==> src/rtl/xcvr_pwr_pkg.sv <==
package xcvr_pwr_pkg;

   typedef enum logic [2:0] {
      PM_RST   = 3'd0,
      PM_RDY   = 3'd1,
      PM_OPER  = 3'd2,
      PM_TXOFF = 3'd3,
      PM_PDN   = 3'd4
   } pm_state_e;

   typedef struct packed {
      logic sup_on;
      logic sup_off;
      logic vgood;
      logic vshort;
      logic csel;
      logic txen;
      logic txd;
      logic wake;
      logic fault;
   } pm_in_t;

   localparam int PM_IN_W = $bits(pm_in_t);

   function automatic logic pm_powered(pm_state_e s);
      return (s == PM_RDY) || (s == PM_OPER) || (s == PM_TXOFF);
   endfunction

endpackage

==> src/rtl/xcvr_pwr_sync.sv <==
module xcvr_pwr_sync #(
   parameter int W      = 1,
   parameter int STAGES = 2
) (
   input  logic         clk,
   input  logic         rst_n,
   input  logic [W-1:0] d,
   output logic [W-1:0] q
);
   generate
      if (STAGES < 2) begin : g_bad_stages
         $error("xcvr_pwr_sync: STAGES must be at least 2");
      end
      if (W < 1) begin : g_bad_width
         $error("xcvr_pwr_sync: W must be at least 1");
      end
   endgenerate

   logic [STAGES-1:0][W-1:0] stg;

   always_ff @(posedge clk or negedge rst_n) begin
      if (!rst_n) begin
         stg <= '0;
      end else begin
         stg[0] <= d;
         for (int i = 1; i < STAGES; i++) begin
            stg[i] <= stg[i-1];
         end
      end
   end

   assign q = stg[STAGES-1];
endmodule

==> src/rtl/xcvr_pwr_retry.sv <==
module xcvr_pwr_retry #(
   parameter int RETRY_CYCLES = 300000
) (
   input  logic clk,
   input  logic rst_n,
   input  logic powered,
   input  logic short_s,
   output logic pending
);
   localparam int CNT_W = (RETRY_CYCLES > 1) ? $clog2(RETRY_CYCLES) : 1;
   localparam logic [CNT_W-1:0] RELOAD = CNT_W'(RETRY_CYCLES - 1);

   generate
      if (RETRY_CYCLES < 2) begin : g_bad_retry
         $error("xcvr_pwr_retry: RETRY_CYCLES must be at least 2");
      end
   endgenerate

   logic [CNT_W-1:0] cnt;

   always_ff @(posedge clk or negedge rst_n) begin
      if (!rst_n) begin
         pending <= 1'b0;
         cnt     <= '0;
      end else if (!powered) begin
         pending <= 1'b0;
         cnt     <= '0;
      end else if (pending) begin
         if (cnt == '0) begin
            pending <= 1'b0;
         end else begin
            cnt <= cnt - 1'b1;
         end
      end else if (short_s) begin
         pending <= 1'b1;
         cnt     <= RELOAD;
      end
   end
endmodule

==> src/rtl/xcvr_pwr_fsm.sv <==
module xcvr_pwr_fsm
   import xcvr_pwr_pkg::*;
(
   input  logic      clk,
   input  logic      rst_n,
   input  logic      on_s,
   input  logic      off_s,
   input  logic      vok,
   input  logic      cs_s,
   input  logic      en_s,
   input  logic      txd_s,
   input  logic      wake_s,
   output pm_state_e state
);
   pm_state_e nxt;
   logic      cs_q;
   logic      en_q;
   logic      cs_fall;
   logic      en_fall;
   logic      go_oper;

   always_ff @(posedge clk or negedge rst_n) begin
      if (!rst_n) begin
         cs_q <= 1'b0;
         en_q <= 1'b0;
      end else begin
         cs_q <= cs_s;
         en_q <= en_s;
      end
   end

   assign cs_fall = cs_q & ~cs_s;
   assign en_fall = en_q & ~en_s;
   assign go_oper = cs_s & en_s & txd_s;

   always_comb begin
      nxt = state;
      if (off_s) begin
         nxt = PM_RST;
      end else begin
         unique case (state)
            PM_RST: begin
               if (on_s) nxt = PM_RDY;
            end
            PM_RDY: begin
               if (go_oper && vok)        nxt = PM_OPER;
               else if (cs_s && !en_s)    nxt = PM_TXOFF;
            end
            PM_OPER: begin
               if (cs_fall)               nxt = PM_PDN;
               else if (en_fall && cs_s)  nxt = PM_TXOFF;
            end
            PM_TXOFF: begin
               if (!cs_s)                 nxt = PM_PDN;
               else if (go_oper)          nxt = PM_OPER;
            end
            PM_PDN: begin
               if (cs_s || wake_s)        nxt = PM_RDY;
            end
            default: nxt = PM_RST;
         endcase
      end
   end

   always_ff @(posedge clk or negedge rst_n) begin
      if (!rst_n) state <= PM_RST;
      else        state <= nxt;
   end
endmodule

==> src/rtl/xcvr_pwr_outdec.sv <==
module xcvr_pwr_outdec
   import xcvr_pwr_pkg::*;
(
   input  pm_state_e state,
   input  logic      pend,
   input  logic      good_s,
   input  logic      fault_s,
   output logic      reg_en,
   output logic      reg_lowpwr,
   output logic      rx_en,
   output logic      tx_en,
   output logic      bus_pullup,
   output logic      rst_out_n
);
   logic pwr;
   logic healthy;

   assign pwr        = pm_powered(state);
   assign healthy    = good_s & ~pend;
   assign reg_en     = pwr & ~pend;
   assign reg_lowpwr = (state == PM_RDY) | (state == PM_TXOFF);
   assign rx_en      = pwr;
   assign bus_pullup = (state == PM_OPER);
   assign tx_en      = (state == PM_OPER) & healthy & ~fault_s;
   assign rst_out_n  = (state != PM_RST) & healthy;
endmodule

==> src/rtl/xcvr_pwr_ctrl.sv <==
module xcvr_pwr_ctrl
   import xcvr_pwr_pkg::*;
#(
   parameter int SYNC_STAGES  = 2,
   parameter int RETRY_CYCLES = 300000
) (
   input  logic clk,
   input  logic rst_n,
   input  logic sup_on_i,
   input  logic sup_off_i,
   input  logic vreg_ok_i,
   input  logic vreg_short_i,
   input  logic csel_wake_i,
   input  logic txen_i,
   input  logic txd_i,
   input  logic bus_wake_i,
   input  logic int_fault_i,
   output logic reg_en_o,
   output logic reg_lowpwr_o,
   output logic rx_en_o,
   output logic tx_en_o,
   output logic bus_pullup_o,
   output logic rst_out_n_o
);
   pm_in_t    raw;
   pm_in_t    syn;
   pm_state_e state;
   logic      pend;
   logic      off_s;
   logic      good_s;
   logic      en_eff;
   logic      vok;

   assign raw = '{sup_on:  sup_on_i,
                  sup_off: sup_off_i,
                  vgood:   vreg_ok_i,
                  vshort:  vreg_short_i,
                  csel:    csel_wake_i,
                  txen:    txen_i,
                  txd:     txd_i,
                  wake:    bus_wake_i,
                  fault:   int_fault_i};

   xcvr_pwr_sync #(
      .W      (PM_IN_W),
      .STAGES (SYNC_STAGES)
   ) u_sync (
      .clk   (clk),
      .rst_n (rst_n),
      .d     (raw),
      .q     (syn)
   );

   assign off_s  = syn.sup_off;
   assign good_s = syn.vgood;
   assign en_eff = syn.txen & ~syn.fault;
   assign vok    = good_s & ~pend;

   xcvr_pwr_retry #(
      .RETRY_CYCLES (RETRY_CYCLES)
   ) u_retry (
      .clk     (clk),
      .rst_n   (rst_n),
      .powered (pm_powered(state)),
      .short_s (syn.vshort),
      .pending (pend)
   );

   xcvr_pwr_fsm u_fsm (
      .clk    (clk),
      .rst_n  (rst_n),
      .on_s   (syn.sup_on),
      .off_s  (off_s),
      .vok    (vok),
      .cs_s   (syn.csel),
      .en_s   (en_eff),
      .txd_s  (syn.txd),
      .wake_s (syn.wake),
      .state  (state)
   );

   xcvr_pwr_outdec u_out (
      .state      (state),
      .pend       (pend),
      .good_s     (good_s),
      .fault_s    (syn.fault),
      .reg_en     (reg_en_o),
      .reg_lowpwr (reg_lowpwr_o),
      .rx_en      (rx_en_o),
      .tx_en      (tx_en_o),
      .bus_pullup (bus_pullup_o),
      .rst_out_n  (rst_out_n_o)
   );
endmodule

==> config.mk <==
export PLATFORM = sky130hd
export DESIGN_NAME = xcvr_pwr_ctrl
export DESIGN_NICKNAME = d
export VERILOG_FILES = /design/src/rtl/xcvr_pwr_pkg.sv /design/src/rtl/xcvr_pwr_sync.sv /design/src/rtl/xcvr_pwr_retry.sv /design/src/rtl/xcvr_pwr_fsm.sv /design/src/rtl/xcvr_pwr_outdec.sv /design/src/rtl/xcvr_pwr_ctrl.sv
export SDC_FILE = /design/constraint.sdc
export NUM_CORES = 1
export LEC_CHECK = 0
export BUFFER_PORTS_ARGS = -buffer_cell sky130_fd_sc_hd__buf_4
export CORE_ASPECT_RATIO = 2
export CORE_UTILIZATION = 41
export DETAILED_ROUTE_END_ITERATION = 8
export PLACE_DENSITY_LB_ADDON = 0.3
export SLEW_MARGIN = 15
export SYNTH_ARGS = -nofsm -noshare
export SYNTH_HDL_FRONTEND = slang
export SYNTH_SLANG_ARGS = --single-unit
export TNS_END_PERCENT = 30
==> constraint.sdc <==
create_clock -name clk -period 2.64 [get_ports clk]
set_input_delay 0.528 -clock clk [delete_from_list [all_inputs] [get_ports clk]]
set_output_delay 0.528 -clock clk [all_outputs]
set_load 0.02 [all_outputs]
# Word level (Yosys, flattened, before mapping)
# Cells that the tools add are included.
[word_totals] register_bits=43 in_bits=11 output_inout_bits=6 wordCells=64
[classes] add_sub_neg=1 n_eq_ne=11 n_mux=18 bitwise=15 n_reduce_logical=12
[op_table] op="two-way mux 19 bit" count=4
[op_table] op="two-way mux 3 bit" count=9
[op_table] op="zero test 19 bit" count=1
[op_table] op="subtractor 19 x 1 -> 19 bit (second input constant)" count=1
[op_table] op="case mux 3 bit (5 select lines)" count=1
[op_table] op="bitwise AND 1 bit" count=10
[op_table] op="!= test 3 bit (second input constant)" count=3
[op_table] op="!= test 4 x 1 -> 1 bit (second input constant)" count=2
[op_table] op="== test 3 x 2 -> 1 bit (second input constant)" count=2
[op_table] op="AND reduction 5 bit" count=1
[op_table] op="two-way mux 1 bit" count=4
[op_table] op="!= test 4 x 2 -> 1 bit (second input constant)" count=1
[op_table] op="inverter 1 bit" count=4
[op_table] op="== test 3 x 1 -> 1 bit (second input constant)" count=1
[op_table] op="== test 3 bit (second input constant)" count=1
[op_table] op="logical AND 1 bit" count=3
[op_table] op="zero test 3 bit" count=1
[op_table] op="logical OR 1 bit" count=3
[op_table] op="!= test 3 x 2 -> 1 bit (second input constant)" count=1
[op_table] op="nonzero test 3 bit" count=1
[op_table] op="AND reduction 2 bit" count=1
[op_table] op="zero test 1 bit" count=1
[op_table] op="OR 1 bit" count=1

# Longest topological paths before layout
[depth] depth_word=9 mapped_depth=8

# Hierarchy
# A second synthesis with hierarchy kept.
[unflattened] cells_unflattened=216 hier_area_um2=2115.8
[by_module_without_submodules] module="xcvr_pwr_retry" n_inst=1 cells_each=141 area_each_um2=1204.9 seq_area_each_um2=500.5
[by_module_without_submodules] module="xcvr_pwr_sync" n_inst=1 cells_each=27 area_each_um2=518.0 seq_area_each_um2=450.4
[by_module_without_submodules] module="xcvr_pwr_fsm" n_inst=1 cells_each=36 area_each_um2=309.0 seq_area_each_um2=125.1
[by_module_without_submodules] module="xcvr_pwr_outdec" n_inst=1 cells_each=9 area_each_um2=61.3 seq_area_each_um2=0.0
[by_module_without_submodules] module="xcvr_pwr_ctrl" n_inst=1 cells_each=3 area_each_um2=22.5 seq_area_each_um2=0.0

# Worst setup path after synthesis
# Ideal clock, no wire load.
[synth_timing] kind="register to output" start="register u_fsm.state[1]" end="output tx_en_o" arrival_time_ns=1.810 t_required_ns=2.112 path_slack_ns=0.302 path_stages_with_launch=5 n_path_buf=1 path_cell_list="dfrtp_1 clkbuf_1 inv_1 nor3_1 nor3b_1"
[synth_between] elab_chain_cells=3
[synth_lines] element="start, declared" line_no="xcvr_pwr_fsm.sv:13" rtl="output pm_state_e state"
[synth_lines] element="start signal, assigned" line_no="xcvr_pwr_fsm.sv:67" rtl="else state <= nxt;"
[synth_lines] element="== test 3 x 2 -> 1 bit"
[synth_lines] element="named net bus_pullup_o" line_no="xcvr_pwr_ctrl.sv:22" rtl="output logic bus_pullup_o,"
[synth_lines] element="bitwise AND 1 bit (2 in series)" line_no="xcvr_pwr_outdec.sv:24" rtl="assign tx_en = (state == PM_OPER) & healthy & ~fault_s;"
[synth_lines] element="end, declared" line_no="xcvr_pwr_ctrl.sv:21" rtl="output logic tx_en_o,"
# The timed path passes the listed nets, and every way through them passes these cells.

# Worst setup path in the final report
[layout_timing] start="register u_retry.cnt[0]" end="register u_retry.cnt[2]"
[layout_between] elab_chain_cells=4 elab_cells_between_ends=7
[layout_lines] element="start, declared" line_no="xcvr_pwr_retry.sv:19" rtl="logic [CNT_W-1:0] cnt;"
[layout_lines] element="start signal, assigned" line_no="xcvr_pwr_retry.sv:32" rtl="cnt <= cnt - 1'b1;"
[layout_lines] element="subtractor 19 x 1 -> 19 bit" line_no="xcvr_pwr_retry.sv:32"
[layout_lines] element="two-way mux 19 bit" line_no="xcvr_pwr_retry.sv:29" rtl="if (cnt == '0) begin"
[layout_lines] element="two-way mux 19 bit" line_no="xcvr_pwr_retry.sv:28" rtl="end else if (pending) begin"
[layout_lines] element="two-way mux 19 bit" line_no="xcvr_pwr_retry.sv:25" rtl="end else if (!powered) begin"
# Parallel ways exist; a longest one is shown, timed or not. The select of a mux whose other input is x is not followed.
# A chain may end at the register's enable or synchronous reset.

==> flow_metrics.py <==
metrics = {
    "synth": {
        "synthFlopType": "dfrtp_1",
        "synth.most_common_cell": "dfrtp_1",
        "ys_types": 46,
        "synth_area_sq_um": 1940,
        "synth_area_leaders": "dfrtp_1, nor2_1, a21oi_1",
        "yosys.area.top_type": "dfrtp_1",
        "synthTopCellsByCount": "dfrtp_1, nor2_1, a21oi_1, nand2_1, o21ai_0",
        "synthArstFlopShare_pct": 100,
        "synth_top_area_share_pct": 55.3,
        "synthesis.nets": 198,
        "ys_warn_count": 0,
        "syn_inst": 186,
        "ys_seq_elements": 43,
        "syn_avg_cell_area_sq_um": 10.5,
        "synth_edf_count": 0,
        "ys_seq_area_share_pct": 55.3,
    },
    "timing": {
        "slew_headroom_pct": 40.5,
        "setup_viol": 0,
        "setup-tns-final_ns": 0,
        "slew_violations": 0,
        "period_needed_ns": 2.36,
        "hold_viol_final": 0,
        "rsz0062_at_grt": "no",
        "skew_ns": 0.00889,
        "worst-slew-pin-transition_ns": 0.888,
        "max_freq_mhz": 423,
        "period_share_pct": 89.5,
        "hold-worst-slack_ns": 0.198,
    },
    "cts": {
        "cts_buffers": 5,
        "htree_levels": 2,
        "cts.clk_slew.worst_paths_ns": 0.09,
        "postCtsSetupRepairBufs": 0,
        "cts_root_buffer": "clkbuf_8",
        "cts_tree": "done",
        "cts_resized": 0,
        "cts_hold_buf": 0,
        "cts_buffer_depth": 2,
        "cts.sink_count": 43,
        "clock_latency_ns": 0.30,
    },
    "drt": {
        "drt_wl_total_mm": 3.89,
        "drc": 0,
        "drtAntennaViolNets": 0,
        "dr.pass1.iters": 4,
        "via_per_inst": 5.65,
        "vias": 1469,
        "drtIter0Drc": 36,
        "wire_per_inst_um": 15.0,
    },
    "floorplanning": {
        "die_area_sq_um": 5040,
        "io_pins": 17,
        "core_sq_um": 4600,
        "die_w_um": 50.7,
        "rows": 35,
        "start_util_pct": 42.3,
        "die_h_um": 99.4,
    },
    "critical_path": {
        "arrival_ns": 2.55,
        "worst_setup_path_start_kind": "flop",
        "criticalPathCategory": "reg -> reg",
        "required_ns": 2.83,
        "endpoint_kind": "flop",
        "cp_max_fo": 11,
    },
    "global_route": {
        "grt_pass1_vias": 1448,
        "grt_pass1_wl_mm": 6.63,
        "grt_start_max_net_pins": 44,
        "track_usage_pct": 17.6,
        "antenna_found_initial": 0,
        "globalRouteOverflowTotal": 0,
    },
    "cells_and_area": {
        "antenna_cells": 0,
        "multi_input_area_sq_um": 815,
        "final_util_pct": 48.3,
        "regArea_sq_um": 1080,
        "finalNonFillerCells": 260,
        "final_nets": 216,
        "drive_above_1_share_pct": 20.0,
        "fill_cells": 447,
        "area_delta_synth_final_pct": 14.2,
    },
    "power": {
        "power.density_nw_per_um2": 790,
        "vdd_drop_max_mv": 0.484,
        "p_leak_nw": 0.978,
    },
    "outcome": {
        "status": "finished clean",
    },
    "placement": {
        "numPlacedInstances": 252,
        "globalplace.congestion": 0.867,
        "dp_hpwl_mm": 2.66,
        "portBuffers": 16,
    },
    "min_path": {
        "hp-class": "in -> async",
    },
    "flow_run": {
        "max-cap-violations": 0,
    },
}
-- cell type report --
| class | count | share of cell area [%] |
|---|---|---|
| clock inverters | 3 | 1.18 |
| inverters | 6 | 1.01 |
| clock buffers | 5 | 3.10 |
| repair buffers | 19 | 6.43 |
| well taps | 55 | 3.10 |
| flip-flops and latches | 43 | 48.5 |
| multi-input cells | 129 | 36.7 |
-- cells in the final DEF, fill, tap and decap left out, types with 4 or more instances in the layout --
| master | netlist | layout |
|---|---|---|
| nor3_1 | 9 | 9 |
| buf_4 | 0 | 19 |
| a21oi_1 | 12 | 12 |
| o31ai_1 | 4 | 4 |
| nor2b_1 | 4 | 4 |
| inv_1 | 5 | 5 |
| clkbuf_8 | 0 | 5 |
| xor2_1 | 4 | 4 |
| a311oi_1 | 5 | 5 |
| dfrtp_1 | 43 | 43 |
| nand2_1 | 11 | 11 |
| nor2_1 | 22 | 22 |
| o21ai_0 | 10 | 10 |
-- per-layer routing --
metal | global-route usage (%) | vias to the layer above | share of wire [%]
met1 | 20.3 | 725 | 42
li1 | - | 709 | -
met3 | 2.91 | 9 | 1.9
met5 | 0 | - | 0
met4 | 10.0 | 0 | 2.9
met2 | 29.8 | 26 | 54
-- sequential cells by signal, indices dropped and copies added, names as in the netlist --
register         count
u_retry.cnt         19
u_sync.q             9
u_sync.stg           9
u_fsm.state          3
u_fsm.cs_q           1
u_fsm.en_q           1
u_retry.pending      1
-- power breakdown --
group	internal [mW]	switching, mW	total (mW)
Clock	0.195	0.247	0.441
Combinational	0.213	0.275	0.487
Sequential	0.732	0.0930	0.825
-- critical path: stages, from the launching register on --
cell	delay [ns]
dfrtp_1	0.43
inv_1	0.07
ha_1	0.19
or4b_4	0.52
nor3_2	0.29
a31oi_1	0.37
o221a_2	0.39
-- logic make-up (layout without fill, tap and decap cells) --
group	count (synthesis)	in the layout	synth area share (%)
and+or+nand+nor	77	77	23.0
AOI/OAI and AO/OA	45	45	15.5
DFF	43	43	55.3
buffers and inverters	14	33	2.77
xor gates and xnor gates	5	5	2.25
adders and majority gates	1	1	0.643
muxes	1	1	0.515
-- per-stage QoR --
stage	instance area, sq um	setup WS [ns]	total power, mW
6_report	2220	0.278	1.75
5_1_grt	2220	0.0980	1.86
4_1_cts	2220	0.285	1.77
3_5_place_dp	2120	0.292	1.32
3_3_place_gp	2120	0.354	1.31
2_1_floorplan	1940	0.302	1.18
-- path summary, 6_finish.rpt --
path	start	endpoint	slack (ns)	cells past startpoint
worst min register to register	u_sync.stg[4]	u_sync.q[4]	0.35	0
worst max register to register	u_retry.cnt[0]	u_retry.cnt[2]	0.28	6
worst max-delay path	u_retry.cnt[0]	u_retry.cnt[2]	0.28	6
worst min-delay path	rst_n	u_retry.pending	0.20	1
min in group clk	csel_wake_i	u_sync.stg[4]	0.33	1
max in group asynchronous	rst_n	u_retry.cnt[9]	2.06	1
No activity file was read; power rests on OpenSTA's default activity.
